==> config.mk <==
export PLATFORM = sky130hd
export DESIGN_NAME = rtc_calendar
export DESIGN_NICKNAME = d
export VERILOG_FILES = /design/src/rtl/rtc_pkg.sv /design/src/rtl/rtc_prescaler.sv /design/src/rtl/rtc_timekeeper.sv /design/src/rtl/rtc_events.sv /design/src/rtl/rtc_calendar.sv
export SDC_FILE = /design/constraint.sdc
export NUM_CORES = 1
export LEC_CHECK = 0
export ABC_AREA = 1
export BUFFER_PORTS_ARGS = -buffer_cell sky130_fd_sc_hd__buf_2
export CORE_ASPECT_RATIO = 1.25
export CORE_MARGIN = 2
export CORE_UTILIZATION = 56
export DETAILED_ROUTE_END_ITERATION = 7
export PLACE_DENSITY_LB_ADDON = 0.08
export RECOVER_POWER = 100
export SLEW_MARGIN = 20
export SYNTH_ARGS = -nofsm -noshare
export SYNTH_HDL_FRONTEND = slang
export SYNTH_HIERARCHICAL = 1
export SYNTH_SLANG_ARGS = --single-unit
==> constraint.sdc <==
create_clock -name clk -period 5.26 [get_ports clk]
set_input_delay 0.789 -clock clk [delete_from_list [all_inputs] [get_ports clk]]
set_output_delay 0.789 -clock clk [all_outputs]
set_load 0.02 [all_outputs]
==> src/rtl/rtc_pkg.sv <==
package rtc_pkg;

  typedef struct packed {
    logic [6:0] century;
    logic [6:0] year;
    logic [3:0] month;
    logic [4:0] day;
    logic [2:0] wday;
    logic [4:0] hour;
    logic [5:0] min;
    logic [5:0] sec;
  } rtc_time_t;

  typedef enum logic [2:0] {
    FLD_SEC   = 3'd0,
    FLD_MIN   = 3'd1,
    FLD_HOUR  = 3'd2,
    FLD_DAY   = 3'd3,
    FLD_MONTH = 3'd4,
    FLD_YEAR  = 3'd5,
    FLD_CENT  = 3'd6,
    FLD_WDAY  = 3'd7
  } rtc_field_e;

  // Leap test without multiplication: a non-zero year decides on its own;
  // year 0 of a century is leap only when the century is a multiple of 4.
  function automatic logic is_leap(input logic [6:0] cent, input logic [6:0] yr);
    if (yr != 7'd0) return (yr[1:0] == 2'b00);
    return (cent[1:0] == 2'b00);
  endfunction

  function automatic logic [4:0] month_len(input logic [3:0] mon, input logic leap);
    case (mon)
      4'd2:                     return leap ? 5'd29 : 5'd28;
      4'd4, 4'd6, 4'd9, 4'd11:  return 5'd30;
      default:                  return 5'd31;
    endcase
  endfunction

  // Disabled fields always match; an all-zero mask never matches.
  function automatic logic alarm_hit(input rtc_time_t t, input rtc_time_t a,
                                     input logic [5:0] en);
    return (en != 6'd0)
        && (!en[0] || t.sec   == a.sec)
        && (!en[1] || t.min   == a.min)
        && (!en[2] || t.hour  == a.hour)
        && (!en[3] || t.day   == a.day)
        && (!en[4] || t.month == a.month)
        && (!en[5] || t.year  == a.year);
  endfunction

endpackage

==> src/rtl/rtc_prescaler.sv <==
module rtc_prescaler #(
  parameter int DIV_W = 16
) (
  input  logic             clk,
  input  logic             rst_n,
  input  logic [DIV_W-1:0] div_ratio,
  input  logic             wr_en,
  output logic [DIV_W-1:0] subsec,
  output logic             sec_tick
);
  localparam logic [DIV_W-1:0] ONE = DIV_W'(1);

  logic [DIV_W-1:0] last_cnt;
  logic             ratio_ok;

  assign last_cnt = div_ratio - ONE;
  assign ratio_ok = (div_ratio != '0);
  // A write in the same cycle wins over the tick.
  assign sec_tick = ratio_ok && !wr_en && (subsec >= last_cnt);

  always_ff @(posedge clk or negedge rst_n) begin
    if (!rst_n)         subsec <= '0;
    else if (wr_en)     subsec <= '0;
    else if (sec_tick)  subsec <= '0;
    else if (ratio_ok)  subsec <= subsec + ONE;
  end

  a_r4_write_clears_subsec: assert property (@(posedge clk) disable iff (!rst_n)
    wr_en |=> (subsec == '0));

  a_r3_tick_restarts_count: assert property (@(posedge clk) disable iff (!rst_n)
    sec_tick |=> (subsec == '0));

endmodule

==> src/rtl/rtc_timekeeper.sv <==
module rtc_timekeeper
  import rtc_pkg::*;
(
  input  logic      clk,
  input  logic      rst_n,
  input  logic      sec_tick,
  input  logic      wr_en,
  input  logic [2:0] wr_field,
  input  logic [6:0] wr_data,
  output rtc_time_t now,
  output rtc_time_t adv,
  output logic      roll_min,
  output logic      roll_hour,
  output logic      roll_day
);
  logic       roll_mon, roll_year, roll_cent;
  logic [4:0] cur_len;

  assign cur_len   = month_len(now.month, is_leap(now.century, now.year));
  assign roll_min  = (now.sec  >= 6'd59);
  assign roll_hour = roll_min  && (now.min  >= 6'd59);
  assign roll_day  = roll_hour && (now.hour >= 5'd23);
  assign roll_mon  = roll_day  && (now.day  >= cur_len);
  assign roll_year = roll_mon  && (now.month >= 4'd12);
  assign roll_cent = roll_year && (now.year >= 7'd99);

  always_comb begin
    adv     = now;
    adv.sec = roll_min ? 6'd0 : now.sec + 6'd1;
    if (roll_min)  adv.min  = roll_hour ? 6'd0 : now.min + 6'd1;
    if (roll_hour) adv.hour = roll_day  ? 5'd0 : now.hour + 5'd1;
    if (roll_day) begin
      adv.day  = roll_mon ? 5'd1 : now.day + 5'd1;
      adv.wday = (now.wday >= 3'd6) ? 3'd0 : now.wday + 3'd1;
    end
    if (roll_mon)  adv.month = roll_year ? 4'd1 : now.month + 4'd1;
    if (roll_year) adv.year  = roll_cent ? 7'd0 : now.year + 7'd1;
    if (roll_cent) adv.century = (now.century >= 7'd99) ? 7'd0 : now.century + 7'd1;
  end

  always_ff @(posedge clk or negedge rst_n) begin
    if (!rst_n) begin
      now       <= '0;
      now.month <= 4'd1;
      now.day   <= 5'd1;
    end else if (wr_en) begin
      case (rtc_field_e'(wr_field))
        FLD_SEC:   now.sec     <= wr_data[5:0];
        FLD_MIN:   now.min     <= wr_data[5:0];
        FLD_HOUR:  now.hour    <= wr_data[4:0];
        FLD_DAY:   now.day     <= wr_data[4:0];
        FLD_MONTH: now.month   <= wr_data[3:0];
        FLD_YEAR:  now.year    <= wr_data;
        FLD_CENT:  now.century <= wr_data;
        default:   now.wday    <= wr_data[2:0];
      endcase
    end else if (sec_tick) begin
      now <= adv;
    end
  end

  a_r2_hold_between_ticks: assert property (@(posedge clk) disable iff (!rst_n)
    (!sec_tick && !wr_en) |=> (now == $past(now)));

  a_r5_minute_carry_zeroes_sec: assert property (@(posedge clk) disable iff (!rst_n)
    (sec_tick && roll_min) |=> (now.sec == 6'd0));

  a_r7_wday_steps_at_midnight: assert property (@(posedge clk) disable iff (!rst_n)
    (sec_tick && roll_day) |=>
      (now.wday == (($past(now.wday) >= 3'd6) ? 3'd0 : $past(now.wday) + 3'd1)));

  a_r6_new_month_starts_day1: assert property (@(posedge clk) disable iff (!rst_n)
    (sec_tick && roll_mon) |=> (now.day == 5'd1));

endmodule

==> src/rtl/rtc_events.sv <==
module rtc_events
  import rtc_pkg::*;
(
  input  logic      clk,
  input  logic      rst_n,
  input  logic      sec_tick,
  input  logic      roll_min,
  input  logic      roll_hour,
  input  logic      roll_day,
  input  rtc_time_t adv,
  input  rtc_time_t alm,
  input  logic [5:0] alm_en,
  input  logic [3:0] per_en,
  output logic      alarm_irq,
  output logic      periodic_irq
);
  logic [3:0] crossing;
  logic       per_hit;
  logic       alm_hit;

  assign crossing = {roll_day, roll_hour, roll_min, 1'b1};
  assign per_hit  = sec_tick && ((crossing & per_en) != 4'd0);
  assign alm_hit  = sec_tick && alarm_hit(adv, alm, alm_en);

  always_ff @(posedge clk or negedge rst_n) begin
    if (!rst_n) begin
      alarm_irq    <= 1'b0;
      periodic_irq <= 1'b0;
    end else begin
      alarm_irq    <= alm_hit;
      periodic_irq <= per_hit;
    end
  end

  a_r10_periodic_follows_tick: assert property (@(posedge clk) disable iff (!rst_n)
    periodic_irq |-> ($past(sec_tick) && ($past(per_en) != 4'd0)));

  a_r9_no_mask_no_alarm: assert property (@(posedge clk) disable iff (!rst_n)
    ($past(alm_en) == 6'd0) |-> !alarm_irq);

endmodule

==> src/rtl/rtc_calendar.sv <==
module rtc_calendar
  import rtc_pkg::*;
#(
  parameter int DIV_W = 16
) (
  input  logic             clk,
  input  logic             rst_n,
  input  logic [DIV_W-1:0] div_ratio,
  input  logic             wr_en,
  input  logic [2:0]       wr_field,
  input  logic [6:0]       wr_data,
  input  logic [6:0]       alm_year,
  input  logic [3:0]       alm_month,
  input  logic [4:0]       alm_day,
  input  logic [4:0]       alm_hour,
  input  logic [5:0]       alm_min,
  input  logic [5:0]       alm_sec,
  input  logic [5:0]       alm_en,
  input  logic [3:0]       per_en,
  output logic [6:0]       century,
  output logic [6:0]       year,
  output logic [3:0]       month,
  output logic [4:0]       day,
  output logic [2:0]       wday,
  output logic [4:0]       hour,
  output logic [5:0]       minute,
  output logic [5:0]       second,
  output logic [DIV_W-1:0] subsec,
  output logic             alarm_irq,
  output logic             periodic_irq
);
  logic      sec_tick;
  logic      roll_min, roll_hour, roll_day;
  rtc_time_t now, adv, alm;

  always_comb begin
    alm       = '0;
    alm.year  = alm_year;
    alm.month = alm_month;
    alm.day   = alm_day;
    alm.hour  = alm_hour;
    alm.min   = alm_min;
    alm.sec   = alm_sec;
  end

  rtc_prescaler #(.DIV_W(DIV_W)) u_presc (
    .clk(clk), .rst_n(rst_n), .div_ratio(div_ratio), .wr_en(wr_en),
    .subsec(subsec), .sec_tick(sec_tick)
  );

  rtc_timekeeper u_time (
    .clk(clk), .rst_n(rst_n), .sec_tick(sec_tick), .wr_en(wr_en),
    .wr_field(wr_field), .wr_data(wr_data), .now(now), .adv(adv),
    .roll_min(roll_min), .roll_hour(roll_hour), .roll_day(roll_day)
  );

  rtc_events u_evt (
    .clk(clk), .rst_n(rst_n), .sec_tick(sec_tick), .roll_min(roll_min),
    .roll_hour(roll_hour), .roll_day(roll_day), .adv(adv), .alm(alm),
    .alm_en(alm_en), .per_en(per_en), .alarm_irq(alarm_irq),
    .periodic_irq(periodic_irq)
  );

  assign century = now.century;
  assign year    = now.year;
  assign month   = now.month;
  assign day     = now.day;
  assign wday    = now.wday;
  assign hour    = now.hour;
  assign minute  = now.min;
  assign second  = now.sec;

  // a pulse implies the displayed time equals every enabled alarm field
  a_r8_alarm_matches_time: assert property (@(posedge clk) disable iff (!rst_n)
    alarm_irq |-> ((!alm_en[0] || second == alm_sec) && (!alm_en[1] || minute == alm_min)
                && (!alm_en[2] || hour == alm_hour)  && (!alm_en[3] || day == alm_day)
                && (!alm_en[4] || month == alm_month) && (!alm_en[5] || year == alm_year)));

endmodule

-- After elaboration in Yosys (flattened, before gate mapping)
Index checks and enable logic that the tools add are counted.
Widths: inputs -> output; s select.
- logic and storage cells: 137
- input bits: 72
- flip-flop bits (word level): 61
- equality and inequality tests: 25
- mux-type cells: 32
- bitwise gates (word level): 1
- $add $sub $neg: 10
- reduce and logical (&&, ||, !) cells: 49
- order comparisons: 9
- operator list (operator ; count):
    $mux 43 ; 2
    $mux 16 ; 3
    $mux 7 ; 6
    $mux 6 ; 5
    $mux 5 ; 5
    $add 16x1->16 const B ; 1
    $ge 16x16->1 ; 1
    $reduce_bool 16->1 ; 1
    $sub 16x1->16 const B ; 1
    $logic_and 1x1->1 ; 15
    $add 7x1->7 const B ; 2
    $ge 7x7->1 const B ; 2
    $ne 2x1->1 const B ; 7
    $add 6x1->6 const B ; 2
    $eq 6x6->1 ; 2
    $ge 6x6->1 const B ; 2
    $mux 4 ; 3
    $reduce_and 2->1 ; 6
    $add 5x1->5 const B ; 2
    $eq 5x5->1 ; 2
    $pmux 5 s2 ; 1
    $eq 3x3->1 const B ; 3
    $eq 4x3->1 const B ; 2
    $eq 4x4->1 const B ; 2
    28 further kinds ; 48

-- Logic depth before layout (Yosys ltp)
- word-level depth: 15
- gate-level depth with buffers: 24

-- Hierarchy
The synthesis kept the hierarchy.
- modules (own cells, without submodules) (module ; times used ; sequential area each (um2) ; area each (um2) ; cells an instance):
    rtc_timekeeper ; 1 ; 1078.5 ; 3447.1 ; 522
    rtc_prescaler ; 1 ; 400.4 ; 1883.1 ; 278
    rtc_events ; 1 ; 50.0 ; 694.4 ; 150
    rtc_calendar ; 1 ; 0.0 ; 3.8 ; 1

-- Worst setup path after synthesis
No wires, ideal clock.
- path kind: input port to flip-flop
- start point: in div_ratio[0]
- end point: reg, netlist name u_time/now[29]
- buffers on the path: 1
- setup slack: 1.687 ns
- data arrival time: 3.452 ns
- stages on the path: 19
- path through: inv_1 ha_1 nand2_1 nor2_2 nand4_1 xnor2_1 inv_1 ha_1 nand2_1 o21ai_1 a21oi_4 buf_2 a21oi_1 nand2_1 inv_1 a21oi_1 inv_1 nor2_1 a21oi_1
- longest elaborated chain between the ends: 5
- elaborated cells between the ends (all ways): 7
- classes of those cells: 1 x add/sub; 1 x order compare; 5 x reduce/logical
- ends and longest elaborated chain (item ; line ; text):
    start, declared ; rtc_calendar.sv:8 ; input logic [DIV_W-1:0] div_ratio,
    $sub 16x1->16 / $reduce_bool 16->1 (equally long branches) ; rtc_prescaler.sv:16, rtc_prescaler.sv:17 ;
    $ge 16x16->1 / $logic_and 1x1->1 (equally long branches) ; rtc_prescaler.sv:19 ; assign sec_tick = ratio_ok && !wr_en && (subsec >= last_cnt);
    $logic_and 1x1->1 (*) ; rtc_prescaler.sv:19 ;
    net sec_tick ; rtc_calendar.sv:32 ; logic sec_tick;
    $reduce_bool 2->1 (no source line) (*) ; n/a ;
    $reduce_and 2->1 (no source line) (*) ; n/a ;
The timed path passes the listed nets; every way through them passes the cells marked *.
A chain may end at the register's enable or synchronous reset.

-- Worst setup path after layout
- start point: in div_ratio[0]
- end point: reg, netlist name u_time/now[34]
- longest elaborated chain between the ends: 5
- elaborated cells between the ends (all ways): 7
- classes of those cells: 1 x add/sub; 1 x order compare; 5 x reduce/logical
- ends and longest elaborated chain (item ; line):
    $sub 16x1->16 / $reduce_bool 16->1 (equally long branches) ; rtc_prescaler.sv:16, rtc_prescaler.sv:17
    $ge 16x16->1 / $logic_and 1x1->1 (equally long branches) ; rtc_prescaler.sv:19
    $logic_and 1x1->1 (*) ; rtc_prescaler.sv:19
    net sec_tick ; rtc_calendar.sv:32
    $reduce_bool 2->1 (no source line) (*) ; n/a
    $reduce_and 2->1 (no source line) (*) ; n/a
Marked as above.

==> impl_metrics.toml <==
[route]
top_layer = "met4"
via_per_inst = 5.23
wl_met3_um = 1040
ant_nets = 0
drt_first_iter_violations = 346
drc = 0
first_pass_iters = 5
drt_wl_total_um = 16000
met2WireLength_um = 7720
wl_per_cell_um = 13.2
wl_met1_um = 7020
dr_total_vias = 6344

[sta]
finalHoldViolations = 0
slew_headroom_pct = -116
tightest_slew_ns = 3.24
finClkSkew_ns = 0.00720
final.setup.tns_ns = 0
fmax_mhz = 240
fin_crit_sh_pct = 79.2
rsz0062_at_grt = "no"
finalCriticalPeriod_ns = 4.17
slew_violations = 62
setup_viol = 0

[global_routing]
grt_pass1_wl_um = 26800
grt_pass1_vias = 5874
grt_usage_pct = 27.7
gr-total-overflow = 0
antenna_found_initial = 0
grt_max_degree = 62

[power]
leakagePower_uw = 0.00381
p_per_area_nw_per_um2 = 335
ir_worst_vdd_v = 0.000184

[floorplanning]
core-area_um2 = 10600
initial_core_util_pct = 57.0
row_count = 42
io_pins = 133
fp.dieH_um = 120
dieWidth_um = 96.8
dieArea_um2 = 11600

[min_path]
hp-class = "flip-flop to flip-flop"
min_from = "u_time/now[25]"

[place]
place_area_um2 = 6750
dp_hpwl_um = 12100
place_congestion = 0.864
dp_cells = 1196
io_buffers = 132

[synthesis]
syn_inst = 950
syn_area_um2 = 6020
syn_nets = 1057
ys.warnings.count = 6
avgSynthCellArea_um2 = 6.34

[final_layout]
final_design_area_no_fill_um2 = 7020
drive_gt1_share_pct = 11.7
fin_nets = 1182
nFillCells = 1031
stdcell_count = 1213
areaGrowthSynthToFinish_pct = 16.6

[clock_network]
cts_tree = "built"
cts_sinks = 61
numCtsBuffers = 9
postCtsSetupRepairBufs = 0
cts.path.max_buffers = 2
h-tree-depth = 3
cts.repair.resized = 0
insertion_delay_ns = 0.33
clkSlewWorstSetupHoldPaths_ns = 0.06
hold_buffers = 0
cts_root_buffer = "clkbuf_16"

[flow_run]
cap_violations = 1

[setup_path]
path_max_fanout = 16
crit_path_start = "div_ratio[0]"
crit_type = "input pin to flip-flop"
cp.required_ns = 5.47
worstSetupStartpointType = "input pin"
crit_path_end_kind = "flip-flop"
worst_ep_arrival_time_ns = 4.38
rr_startpoint = "u_time/now[36]"

[outcome]
status = "finished, violations left"
violations = "capacitance limit, slew limit"
critical path, stage by stage:
cell and delay, ns:
clkbuf_1 0.09, inv_1 0.12, ha_1 0.22, nand2_1 0.12, nor2_1 0.24, nand4_1 0.14
xnor2_1 0.15, inv_1 0.06, ha_1 0.27, nand2_1 0.09, o21ai_0 0.15, a21oi_4 0.40
a21oi_1 0.20, nand2_1 0.17, inv_1 0.11, a21oi_1 0.53, inv_1 0.29, nor2_1 0.15
a21oi_1 0.06
flip-flops by register name, indices dropped and copies added, names as in the netlist:
register,flops
u_time/now,43
u_evt/periodic_irq,1
u_evt/alarm_irq,1
u_presc/subsec,16
stage by stage:
stage	setup slack [ns]	hold slack, ns	total power, uW	utilization, %
detailed placement	0.924	0.538	1640	63.9
CTS	1.25	0.547	2380	67.4
global placement	1.04	0.533	1630	63.9
finish	1.09	0.550	2350	66.5
floorplan	1.69	0.493	1370	-
global route	0.741	0.596	2540	66.5
metal layers:
metal	vias to the layer above	global-route usage, %
li1	3272	-
met1	2869	36.6
met2	188	47.7
met3	15	4.08
met4	0	7.22
met5	-	0
worst paths after layout:
path / cells past startpoint / to / slack (ns)
min reg2reg: 2 / u_time/now[25] / 0.55
max reg2reg: 20 / u_evt/alarm_irq / 1.17
max: 19 / u_time/now[34] / 1.09
min in group asynchronous: 2 / u_presc/subsec[0] / 1.62
max in group asynchronous: 2 / u_time/now[41] / 1.79
min: 2 / u_time/now[25] / 0.55
cell usage in the layout (no fill, tap or decap), types with 4 or more instances in the layout:
cell type / count
nand2_2: 4
xnor2_1: 20
nor3_1: 5
a22oi_1: 5
nor2_4: 6
inv_1: 127
a21oi_1: 43
a31oi_1: 18
clkbuf_1: 63
bufinv_16: 4
o21ai_0: 19
ha_1: 35
nand3_1: 43
nor2_1: 155
xor2_1: 23
clkbuf_16: 9
nand2_1: 278
buf_2: 70
nor2_2: 10
dfrtp_1: 59
nand4_1: 33
power by group:
part | internal (uW) | total, uW | switching [uW]
registers | 555 | 695 | 140
logic | 327 | 921 | 594
clock network | 513 | 737 | 224
cell type report:
| cell class | count | area, um2 | area share, % |
|---|---|---|---|
| multi-input combinational | 737 | 3870 | 55.1 |
| sequential | 61 | 1530 | 21.8 |
| timing repair buffer | 133 | 587 | 8.36 |
| inverter | 133 | 502 | 7.15 |
| clock buffer | 9 | 225 | 3.21 |
| tap | 132 | 165 | 2.35 |
| clock inverter | 7 | 145 | 2.07 |
| antenna | 1 | 2.50 | 0.0356 |
(Power assumes the default switching activity.)
